==> src/rtl/tsc_pkg.sv <==
package tsc_pkg;
  localparam int N_CH          = 2;
  localparam int CH_W          = (N_CH > 1) ? $clog2(N_CH) : 1;
  localparam int ADDR_W        = CH_W + 1;
  localparam int CTRL_EN_BIT   = 2;
  localparam int CTRL_POL_BASE = 8;
  localparam int EVT_BASE      = 24;

  typedef enum logic {
    EDGE_RISE = 1'b0,
    EDGE_FALL = 1'b1
  } edge_pol_e;
endpackage

==> src/rtl/tsc_sync_edge.sv <==
module tsc_sync_edge #(
  parameter int STAGES = 2
) (
  input  logic              clk,
  input  logic              rst,
  input  logic              din,
  input  tsc_pkg::edge_pol_e pol,
  output logic              edge_o
);
  logic [STAGES-1:0] sync_q;
  logic              prev_q;
  logic              lvl;

  always_ff @(posedge clk) begin
    if (rst) begin
      sync_q <= '0;
      prev_q <= 1'b0;
    end else begin
      sync_q <= {sync_q[STAGES-2:0], din};
      prev_q <= sync_q[STAGES-1];
    end
  end

  assign lvl = sync_q[STAGES-1];

  // Compare raw levels so a polarity switch alone never looks like an edge.
  always_comb begin
    if (pol == tsc_pkg::EDGE_FALL) edge_o = prev_q & ~lvl;
    else                           edge_o = lvl & ~prev_q;
  end
endmodule

==> src/rtl/tsc_chan.sv <==
module tsc_chan #(
  parameter int STAMP_W = 64
) (
  input  logic               clk,
  input  logic               rst,
  input  logic               fire,
  input  logic [STAMP_W-1:0] time_ns,
  output logic [STAMP_W-1:0] stamp_q,
  output logic               evt_q
);
  always_ff @(posedge clk) begin
    if (rst) begin
      stamp_q <= '0;
      evt_q   <= 1'b0;
    end else begin
      evt_q <= fire;
      if (fire) stamp_q <= time_ns;
    end
  end
endmodule

==> src/rtl/tsc_rd_port.sv <==
module tsc_rd_port #(
  parameter int N_CH   = 2,
  parameter int WORD_W = 32,
  parameter int CH_W   = 1,
  parameter int ADDR_W = 2
) (
  input  logic                       clk,
  input  logic                       rst,
  input  logic                       rd_en,
  input  logic [ADDR_W-1:0]          rd_addr,
  input  logic [N_CH*2*WORD_W-1:0]   stamps_flat,
  output logic [WORD_W-1:0]          rd_data
);
  localparam int STAMP_W = 2 * WORD_W;

  logic [WORD_W-1:0] shadow_q [N_CH];
  logic [CH_W-1:0]   ch;
  logic              lo_sel;
  logic [WORD_W-1:0] hi_word;
  logic [WORD_W-1:0] lo_word;
  int                base;

  assign ch     = rd_addr[ADDR_W-1:1];
  assign lo_sel = rd_addr[0];

  always_comb begin
    base    = int'(ch) * STAMP_W;
    hi_word = stamps_flat[base + WORD_W +: WORD_W];
    lo_word = stamps_flat[base +: WORD_W];
  end

  always_ff @(posedge clk) begin
    if (rst) begin
      rd_data <= '0;
      for (int i = 0; i < N_CH; i++) shadow_q[i] <= '0;
    end else if (rd_en) begin
      if (!lo_sel) begin
        rd_data      <= hi_word;
        shadow_q[ch] <= lo_word;
      end else begin
        rd_data <= shadow_q[ch];
      end
    end
  end
endmodule

==> src/rtl/trig_stamp_capture.sv <==
module trig_stamp_capture #(
  parameter int WORD_W      = 32,
  parameter int SYNC_STAGES = 2
) (
  input  logic                       clk,
  input  logic                       rst,
  input  logic [31:0]                ctrl_word,
  input  logic [2*WORD_W-1:0]        time_ns,
  input  logic [tsc_pkg::N_CH-1:0]   trig_in,
  input  logic                       rd_en,
  input  logic [tsc_pkg::ADDR_W-1:0] rd_addr,
  output logic [WORD_W-1:0]          rd_data,
  output logic [31:0]                evt_vec
);
  import tsc_pkg::*;
  localparam int STAMP_W = 2 * WORD_W;

  logic                      timer_en;
  logic [N_CH-1:0]           edge_w;
  logic [N_CH-1:0]           chan_evt;
  logic [STAMP_W-1:0]        stamp_w [N_CH];
  logic [N_CH*STAMP_W-1:0]   stamps_flat;
  logic                      ctrl_unused;

  assign timer_en    = ctrl_word[CTRL_EN_BIT];
  assign ctrl_unused = ^{ctrl_word[31:CTRL_POL_BASE+N_CH],
                         ctrl_word[CTRL_POL_BASE-1:CTRL_EN_BIT+1],
                         ctrl_word[CTRL_EN_BIT-1:0]};

  for (genvar g = 0; g < N_CH; g++) begin : g_ch
    tsc_sync_edge #(.STAGES(SYNC_STAGES)) u_sync (
      .clk    (clk),
      .rst    (rst),
      .din    (trig_in[g]),
      .pol    (edge_pol_e'(ctrl_word[CTRL_POL_BASE+g])),
      .edge_o (edge_w[g])
    );

    tsc_chan #(.STAMP_W(STAMP_W)) u_chan (
      .clk     (clk),
      .rst     (rst),
      .fire    (edge_w[g] & timer_en),
      .time_ns (time_ns),
      .stamp_q (stamp_w[g]),
      .evt_q   (chan_evt[g])
    );

    assign stamps_flat[g*STAMP_W +: STAMP_W] = stamp_w[g];
  end

  always_comb begin
    evt_vec = '0;
    for (int i = 0; i < N_CH; i++) evt_vec[EVT_BASE+i] = chan_evt[i];
  end

  tsc_rd_port #(
    .N_CH   (N_CH),
    .WORD_W (WORD_W),
    .CH_W   (CH_W),
    .ADDR_W (ADDR_W)
  ) u_rd (
    .clk         (clk),
    .rst         (rst),
    .rd_en       (rd_en),
    .rd_addr     (rd_addr),
    .stamps_flat (stamps_flat),
    .rd_data     (rd_data)
  );
endmodule

==> config.mk <==
export PLATFORM = sky130hd
export DESIGN_NAME = trig_stamp_capture
export DESIGN_NICKNAME = d
export VERILOG_FILES = /design/src/rtl/tsc_pkg.sv /design/src/rtl/tsc_sync_edge.sv /design/src/rtl/tsc_chan.sv /design/src/rtl/tsc_rd_port.sv /design/src/rtl/trig_stamp_capture.sv
export SDC_FILE = /design/constraint.sdc
export NUM_CORES = 1
export LEC_CHECK = 0
export BUFFER_PORTS_ARGS = -buffer_cell sky130_fd_sc_hd__buf_2
export CORE_MARGIN = 4
export CORE_UTILIZATION = 55
export CTS_CLUSTER_DIAMETER = 30
export DETAILED_ROUTE_END_ITERATION = 16
export PLACE_DENSITY_LB_ADDON = 0.05
export SYNTH_ARGS = -nofsm -noshare
export SYNTH_HDL_FRONTEND = slang
export SYNTH_HIERARCHICAL = 1
export SYNTH_SLANG_ARGS = --single-unit
==> constraint.sdc <==
create_clock -name clk -period 1.94 [get_ports clk]
set_input_delay 0.194 -clock clk [delete_from_list [all_inputs] [get_ports clk]]
set_output_delay 0.194 -clock clk [all_outputs]
set_load 0.05 [all_outputs]
Yosys cells after proc, flatten, opt, wreduce, memory -nomap -nowiden
Memories as Yosys holds them, arrays and structs flattened.
Index checks and enable logic that the tools add are counted.
- input port bits: 103
- memory bits (writable): 64
- memories kept: 1
- bits in registers: 168
- output and inout bits: 64
- shift operators: 2
- bitwise gates (word level): 10
- mux-type cells: 12
- reduce and logical (&&, ||, !) cells: 1
- $add $sub $neg: 1
- memories (memory ; words ; bits a word ; read ports ; clocked after Yosys merged registers in ; wr ports ; line ; RTL):
    u_rd.shadow_q ; 2 ; 32 ; 1 ; 0 ; 2 ; tsc_rd_port.sv:16 ; logic [WORD_W-1:0] shadow_q [N_CH];
- operators by type and width (operator ; number):
    $shiftx 128x32->32 ; 1
    $shiftx 128x8->32 ; 1
    $mux 32 ; 2
    $reduce_or 32->1 ; 1
    $mux 1 ; 10
    $add 7x6->8 const B ; 1
    $and 1x1->1 ; 6
    $not 1->1 ; 4

Depth between registers and ports, before layout
Gate-level depths: netlist of the first run.
- depth after elaboration: 6
- mapped depth: 7
- depth with buffers taken out: 5

Cells and area by module
The synthesis of the first run kept the hierarchy.
- modules (own cells, without submodules) (module ; seq. area each (µm²) ; area each (µm²) ; times used ; cells each):
    tsc_chan ; 1301.2 ; 2311.0 ; 2 ; 208
    tsc_rd_port ; 2562.5 ; 4578.1 ; 1 ; 321
    trig_stamp_capture ; 0.0 ; 241.5 ; 1 ; 33
    tsc_sync_edge ; 60.1 ; 101.3 ; 2 ; 9

Least setup slack after synthesis of the first run
No wires, ideal clock.
- path kind: input -> register
- from: input rst
- to: memory u_rd.shadow_q[1][0], enable pin
- stages: 3
- library setup time: 375 ps
- setup slack: 400 ps
- required time: 1565 ps
- data arrival time: 1166 ps
- buffers on the path: 1
- cells stage by stage: clkbuf_2 -> and4bb_2 -> or2_2
- RTL lines (element ; line ; RTL):
    from (decl) ; trig_stamp_capture.sv:6 ; input logic rst,
    to (decl) ; tsc_rd_port.sv:16 ;

Worst setup path after layout of the first run
- from: register g_ch[1].u_sync.prev_q
- to: register g_ch[1].u_chan.stamp_q[41]
- longest elaborated chain between the ends: 4
- RTL lines (element ; line ; RTL):
    from (decl) ; tsc_sync_edge.sv:11 ; logic prev_q;
    from (signal assigned) ; tsc_sync_edge.sv:20 ; prev_q <= sync_q[STAGES-1];
    $not 1->1 ; tsc_sync_edge.sv:29 ; else edge_o = lvl & ~prev_q;
    $and 1x1->1 ; tsc_sync_edge.sv:29 ;
    $mux 1 * ; tsc_sync_edge.sv:28 ; if (pol == tsc_pkg::EDGE_FALL) edge_o = prev_q & ~lvl;
    named net edge_w[1] ; trig_stamp_capture.sv:19 ; logic [N_CH-1:0] edge_w;
    $and 1x1->1 * ; trig_stamp_capture.sv:42 ; .fire (edge_w[g] & timer_en),
    to (signal assigned) ; tsc_chan.sv:17 ; if (fire) stamp_q <= time_ns;
    to (decl) ; tsc_chan.sv:8 ; output logic [STAMP_W-1:0] stamp_q,
The timed path passes the listed nets; every way through them passes the cells marked *.
A chain may end at the register's enable or synchronous reset.

==> key figures, run 1 <==
CTS
  – Clk sinks: 232
  – Post-cts gate resize count: 0
  – CTS tree: done
  – Clock latency on the worst-skew pair: 0.51 ns
  – TritonCTS Buffers: 45
  – Clock transition at path regs: 0.05 ns
  – Clk buf depth: 3
  – Clock root cell: clkbuf_16
  – H-Tree Depth: 2
  – Post-CTS Setup Bufs: 0

GRT
  – Routing usage on met3: 4.64%
  – Most used routing layer in global routing: met2
  – Total gr overflow: 0
  – Grt met2 use: 37.0%
  – GR Util met1: 29.0%
  – First-pass GRT wire length: 35300 µm
  – Largest net degree at the start of global routing: 73
  – Initial antenna violation count: 0
  – Global Route Usage Sum: 22.1%
  – Vias in the first global route: 6861

Drt
  – DRT antenna net count: 0
  – Routed WL per cell: 18.0 µm
  – Vias per inst: 5.22
  – Vias: 6458
  – Starting DRC count in detailed routing: 213
  – Final wirelength: 22300 µm
  – DRC: 0
  – TritonRoute pass-1 iters: 4

Synthesis
  – Area contributors post-synth: dfxtp_1, mux2i_1, edfxtp_1, nor2_1, o221ai_2
  – Syn Area/Cell: 12.2 µm²
  – Synth Warn #: 6
  – Yosys reg bits: 232
  – Top cell type's share of synthesized area: 34.9%
  – Leading area contributor after synthesis: dfxtp_1
  – Mapped Area: 0.00964 mm²
  – Seq/Total Area, Yosys: 54.8%
  – Post-Synthesis Cells: 788
  – Cell variety after synth: 25

Placed design
  – IO buf count: 107
  – RD Place Congestion: 0.764
  – DPL Wire Length: 13200 µm
  – Placed cell area: 0.0102 mm²

Layout
  – Final core utilization: 72.8%
  – Final Instance Area: 0.0125 mm²
  – Antenna cells: 0
  – Filler cells: 1201
  – Nets: 1079
  – Fraction of layout cells with a size suffix above 1: 27.1%
  – Layout Area Growth over Synthesis: 30.1%

Timing
  – Fin crit period: 1.60 ns
  – Setup Skew: 0.0109 ns
  – Fmax: 623 MHz
  – Worst-Margin Slew: 0.843 ns
  – Slew HR: 43.8%
  – Hold slack: 0.180 ns
  – Setup violations, final: 0
  – Final Max Slew Viols: 0
  – Setup TNS: 0 ns
  – RSZ-0062 raised after global routing: false
  – Final hold vios: 0
  – Fin crit share: 82.7%

Worst hold path
  – Worst hold path class: in -> reg
  – Worst hold path cell count: 3

Critical path
  – Endpoint of the worst setup timing path: g_ch[1].u_chan/stamp_q[41]$_SDFFE_PP0P_
  – Arrival time at the worst endpoint: 1.99 ns
  – WS Path Type: reg -> reg
  – Slowest cell delay on critical path: 0.34 ns
  – Critical path origin: g_ch[1].u_sync/prev_q$_SDFF_PP0_
  – CP Capture Type: register
  – CP Max Fanout: 50
  – Reg2reg end: g_ch[1].u_chan/stamp_q[41]$_SDFFE_PP0P_
  – Slowest cell on crit path: buf_12
  – Setup slack, reg-to-reg: 0.34 ns
  – Crit path launch type: register
  – WP data required: 2.32 ns
  – Worst-case reg-to-reg path depth: 6
  – Crit-path cells: nand2b_1 > o22ai_2 > and2_4 > buf_12 > mux2i_1 > nor2_1
  – RR Startpoint: g_ch[1].u_sync/prev_q$_SDFF_PP0_

Pwr
  – Total power per unit cell area: 1160 mW/mm²
  – Clock network fraction of total power: 57.7%
  – Sw frac: 21.3%
  – Sequential Power Share: 35.7%
  – P_sw: 3090 µW
  – Comb pwr share: 6.6%
  – Leak Pwr: 0.00498 µW
  – VDD IR max: 1010 µV
  – Int Pwr: 11400 µW

Die
  – Die ar.: 0.0197 mm²
  – Die W: 140 µm
  – Std-Cell Rows: 48
  – IO Pins: 167
  – Height of the die: 140 µm
  – Core Area: 0.0172 mm²
  – Initial Utilization: 56.0%

Status
  – Status: finished, final reports clean

Flow run
  – Max Cap Violations: 0
[metrics by stage]
step                      cells  setup WS [ns]  power [µW]
after floorplan             817          0.400        5900
after global placement     1088          0.342        6100
after detailed placement   1088          0.333        6120
after CTS                  1236          0.357       14600
after global routing       1236          0.242       14900
final                      1236          0.335       14500
[cell usage in the layout, fill, tap and decap left out]
cell and n:
clkinv_1 3, clkbuf_8 3, clkinv_2 5, or3b_2 33
conb_1 30, nand3b_1 1, and4bb_2 1, bufinv_16 12
clkinvlp_4 4, buf_4 17, edfxtp_1 64, buf_2 105
clkbuf_1 7, mux2i_1 192, o22ai_2 2, dlygate4sd3_1 66
and2_4 2, nand2b_1 2, buf_12 9, inv_6 2
nand2_1 2, o221ai_2 30, o221ai_1 2, clkbuf_16 45
or2_2 2, clkinv_4 1, and2_1 64, nor4b_4 1
nor2b_1 8, dfxtp_1 168, nor2_1 128
[routing by layer]
layer	wire length, µm	part of all wire, %	vias to the layer above
met4	387	1.7	0
li1	-	-	3089
met1	10100	45	3168
met3	991	4.5	42
met5	0	0	-
met2	10800	49	159
[worst max-delay path, delay by kind of cell, from the launching register on]
kind	cells	cell delay, ns
and+or+nand+nor	3	0.37
AOI/OAI and AO/OA	1	0.13
buffers and inverters	1	0.34
DFF	1	0.30
muxes	1	0.29
[final cells by class]
type | instances | area (µm²) | share of cell area [%]
multi-input combinational | 500 | 3840 | 30.6
tap | 225 | 282 | 2.24
clock buffer | 55 | 1190 | 9.51
clock inverter | 27 | 453 | 3.61
sequential | 232 | 5290 | 42.1
timing repair buffer | 197 | 1490 | 11.9
[what timing repair did]
action	CTS	global route
hold buffers	66	0
endpoints found under the setup margin	0	0
hold endpoints to repair	129	0
[Yosys cell counts, drive strengths merged]
master and instances:
clkbuf 15, and2 66, nand2 2, nand2b 2, or2 2, edfxtp 64
mux2i 192, buf 70, nor4b 1, nor2 128, o221ai 32, conb 1
dfxtp 168, or3b 33, and4bb 1, o22ai 2, nand3b 1, nor2b 8
[cells by family after synthesis]
group           Yosys count  synth area share [%]
simple gates            244                  13.6
flops                   232                  54.8
mux                     192                  19.9
buf+inv                  85                  6.55
compound gates           34                  5.11
other cells               1                0.0389
[sequential cells by signal, summed over array words and instances (netlist names)]
name and cells:
g_ch.u_chan/evt_q 2, g_ch.u_sync/sync_q 4, g_ch.u_sync/prev_q 2, g_ch.u_chan/stamp_q 128, u_rd/shadow_q 64, u_rd/rd_data 32
[power groups by stage]
stage / logic [µW] / registers, µW / clock network (µW)
after detailed placement: 852 / 5270 / 0
final: 961 / 5180 / 8360
after floorplan: 562 / 5330 / 0
after global placement: 836 / 5260 / 0
after global routing: 1020 / 5190 / 8720
after CTS: 961 / 5180 / 8480
[worst min path at each step]
stage	start	end	slack [ns]
after floorplan	rst	g_ch[0].u_sync/prev_q$_SDFF_PP0_	0.27
after global placement	trig_in[0]	g_ch[0].u_sync/sync_q[0]$_SDFF_PP0_	0.41
after detailed placement	trig_in[1]	g_ch[1].u_sync/sync_q[0]$_SDFF_PP0_	0.42
after CTS	rst	g_ch[0].u_chan/stamp_q[3]$_SDFFE_PP0P_	0.16
after global routing	rst	g_ch[0].u_chan/stamp_q[3]$_SDFFE_PP0P_	0.18
final	rst	g_ch[0].u_chan/stamp_q[32]$_SDFFE_PP0P_	0.18
(Power assumes the default switching activity.)
==> inputs of run 2 (changes only) <==
- clock period: 1.94 -> 1.66 ns (I/O delays scaled with it)
==> run 2 against run 1 <==
Setup slack got worse by 0.23 ns. Non-clock buffer count increased by 3. Sequential share of layout area rose by 0.45 points. First-iteration DRC count grew 30%. Critical path depth did not move. Largest cell class unchanged.
==> key figures, run 2 (synthesis gave the netlist of run 1 again) <==
Status
  – Status: finished, final reports clean (unchanged)

Drt
  – Vias: 6495 (was 6458)
  – Vias per inst: 5.25 (was 5.22)
  – Starting DRC count in detailed routing: 276 (was 213)
  – DRC: 0 (unchanged)
  – Routed WL per cell: 18.3 µm (was 18.0 µm)
  – DRT antenna net count: 0 (unchanged)
  – TritonRoute pass-1 iters: 4 (unchanged)
  – Final wirelength: 22600 µm (was 22300 µm)

Pwr
  – Clock network fraction of total power: 55.3% (was 57.7%)
  – Comb pwr share: 7.0% (was 6.6%)
  – Leak Pwr: 0.00492 µW (was 0.00498 µW)
  – Int Pwr: 12500 µW (was 11400 µW)
  – VDD IR max: 810 µV (was 1010 µV)
  – P_sw: 3530 µW (was 3090 µW)
  – Total power per unit cell area: 1290 mW/mm² (was 1160 mW/mm²)
  – Total power draw: 16100 µW (was 14500 µW)
  – Sw frac: 22.0% (was 21.3%)
  – Sequential Power Share: 37.7% (was 35.7%)

Critical path
  – Slowest cell delay on critical path: 0.30 ns (was 0.34 ns)
  – WP data required: 2.05 ns (was 2.32 ns)
  – RR Startpoint: g_ch[0].u_sync/prev_q$_SDFF_PP0_ (was g_ch[1].u_sync/prev_q$_SDFF_PP0_)
  – Crit-path cells: nand2b_1 > o22ai_2 > and2_4 > buf_12 > mux2i_1 > nor2_1 (unchanged)
  – Reg2reg end: g_ch[0].u_chan/stamp_q[34]$_SDFFE_PP0P_ (was g_ch[1].u_chan/stamp_q[41]$_SDFFE_PP0P_)
  – Worst-case reg-to-reg path depth: 6 (unchanged)
  – Slowest cell on crit path: dfxtp_1 (was buf_12)
  – Setup slack, reg-to-reg: 0.10 ns (was 0.34 ns)
  – Crit path launch type: register (unchanged)
  – Arrival time at the worst endpoint: 1.95 ns (was 1.99 ns)
  – WS Path Type: reg -> reg (unchanged)
  – CP Max Fanout: 25 (was 50)
  – CP Capture Type: register (unchanged)

Layout
  – Largest register FFs: 128 (unchanged)
  – Sequential standard cell area: 0.00529 mm² (unchanged)
  – Top flop regs: g_ch.u_chan/stamp_q x128, u_rd/shadow_q x64, u_rd/rd_data x32 (unchanged)
  – Register with the highest flop count: g_ch.u_chan/stamp_q (unchanged)
  – Final Instance Area: 0.0124 mm² (was 0.0125 mm²)
  – Commonest non-fill, non-tap cell in the layout: mux2i_1 (unchanged)
  – Filler cells: 1210 (was 1201)
  – Fraction of layout cells with a size suffix above 1: 26.9% (was 27.1%)
  – Area of the multi-input gates: 0.00384 mm² (unchanged)
  – Most frequent cells in the layout: mux2i_1, dfxtp_1, nor2_1 (unchanged)
  – Nets: 1081 (was 1079)
  – Layout Area Growth over Synthesis: 28.7% (was 30.1%)
  – Antenna cells: 0 (unchanged)
  – Non-filler cells, final: 1237 (was 1236)

Die
  – Die W: 140 µm (unchanged)
  – Die ar.: 0.0197 mm² (unchanged)
  – Core Area: 0.0172 mm² (unchanged)
  – Std-Cell Rows: 48 (unchanged)
  – Initial Utilization: 56.0% (unchanged)
  – IO Pins: 167 (unchanged)
  – Height of the die: 140 µm (unchanged)

GRT
  – Total gr overflow: 0 (unchanged)
  – GR Util met1: 30.1% (was 29.0%)
  – Largest net degree at the start of global routing: 59 (was 73)
  – Grt met2 use: 39.2% (was 37.0%)
  – Initial antenna violation count: 0 (unchanged)
  – Global Route Usage Sum: 23.2% (was 22.1%)
  – Most used routing layer in global routing: met2 (unchanged)
  – Routing usage on met3: 3.65% (was 4.64%)
  – First-pass GRT wire length: 36700 µm (was 35300 µm)
  – Vias in the first global route: 6993 (was 6861)

Flow run
  – Max Cap Violations: 0 (unchanged)

Timing
  – Setup violations, final: 0 (unchanged)
  – Setup Skew: 0.0133 ns (was 0.0109 ns)
  – Hold slack: 0.161 ns (was 0.180 ns)
  – Final hold vios: 0 (unchanged)
  – Final Max Slew Viols: 0 (unchanged)
  – Fin crit share: 93.9% (was 82.7%)
  – Fin crit period: 1.56 ns (was 1.60 ns)
  – Setup TNS: 0 ns (unchanged)
  – Worst-Margin Slew: 0.502 ns (was 0.843 ns)
  – Fmax: 641 MHz (was 623 MHz)
  – Slew HR: 66.5% (was 43.8%)
  – RSZ-0062 raised after global routing: false (unchanged)

Placed design
  – DPL Wire Length: 13900 µm (was 13200 µm)
  – IO buf count: 107 (unchanged)
  – RD Place Congestion: 0.752 (was 0.764)
  – Cells after DPL: 1091 (was 1088)
  – Placed cell area: 0.0102 mm² (about the same)

CTS
  – Clk sinks: 232 (unchanged)
  – H-Tree Depth: 2 (unchanged)
  – Post-CTS Setup Bufs: 0 (unchanged)
  – Clock transition at path regs: 0.05 ns (about the same)
  – Clk buf depth: 3 (unchanged)
  – Clock root cell: clkbuf_16 (unchanged)
  – CTS tree: done (unchanged)
  – Clock latency on the worst-skew pair: 0.51 ns (about the same)
  – TritonCTS Buffers: 44 (was 45)

Worst hold path
  – Hold path endpoint: u_rd/rd_data[2]$_SDFFE_PP0P_ (was g_ch[0].u_chan/stamp_q[32]$_SDFFE_PP0P_)
  – Hold_sp: rd_en (was rst)
  – Worst hold path class: in -> reg (unchanged)
  – Worst hold path cell count: 3 (unchanged)
run 2: cell count changes in the layout (fill, tap and decap cells not counted), sizes merged:
cell	before	now
clkbuf	55	62
clkinvlp	4	3
bufinv	12	5
buf	131	134
inv	2	1
run 2: stage by stage:
stage / utilization [%] / worst slack (ns)
final: 72.0 / 0.101
after global routing: 72.0 / 0.0122
after CTS: 72.0 / 0.0890
after detailed placement: 59.4 / 0.100
after global placement: 59.4 / 0.162
after floorplan: - / 0.148
run 2: what timing repair did:
| item | in CTS | in global routing |
|---|---|---|
| gates resized for setup | 0 | 0 |
| endpoints found under the hold margin | 130 | 0 |
| hold buffers | 66 | 0 |
run 2: critical path: cells and delay by family, from the launching register on:
family	cells	cell delay [ns]
mux	1	0.25
buf+inv	1	0.24
compound gates	1	0.15
simple gates	3	0.48
flops	1	0.30
run 2: power groups by stage:
stage / clock, µW / combinational (µW) / sequential (µW)
floorplan: 0 / 657 / 6230
global placement: 0 / 971 / 6150
detailed placement: 0 / 993 / 6160
CTS: 9010 / 1120 / 6050
global route: 9340 / 1190 / 6060
finish: 8890 / 1120 / 6060
run 2: how the worst max path moves through the flow:
stage                                     startpoint                                      end  slack, ns  cells past startpoint
floorplan                                        rst        u_rd/shadow_q[1][0]$_SDFFCE_PN0P_       0.15                      3
global placement                               rd_en       u_rd/shadow_q[0][27]$_SDFFCE_PN0P_       0.16                      4
detailed placement  g_ch[0].u_sync/prev_q$_SDFF_PP0_  g_ch[0].u_chan/stamp_q[34]$_SDFFE_PP0P_       0.10                      6
CTS                 g_ch[0].u_sync/prev_q$_SDFF_PP0_  g_ch[0].u_chan/stamp_q[59]$_SDFFE_PP0P_       0.09                      6
global route        g_ch[0].u_sync/prev_q$_SDFF_PP0_  g_ch[0].u_chan/stamp_q[59]$_SDFFE_PP0P_       0.01                      6
finish              g_ch[0].u_sync/prev_q$_SDFF_PP0_  g_ch[0].u_chan/stamp_q[34]$_SDFFE_PP0P_       0.10                      6
run 2: per-layer routing:
metal | vias to the layer above | routed length, µm
met2 | 176 | 11000
li1 | 3101 | -
met1 | 3173 | 10000
met3 | 45 | 1050
met4 | 0 | 547
met5 | - | 0
run 2: area by class of cell:
class                      count  area share (%)
clock buffer                  62            10.3
clock inverter                18            1.88
multi-input combinational    500            30.9
sequential                   232            42.6
tap                          225            2.27
timing repair buffer         200            12.0
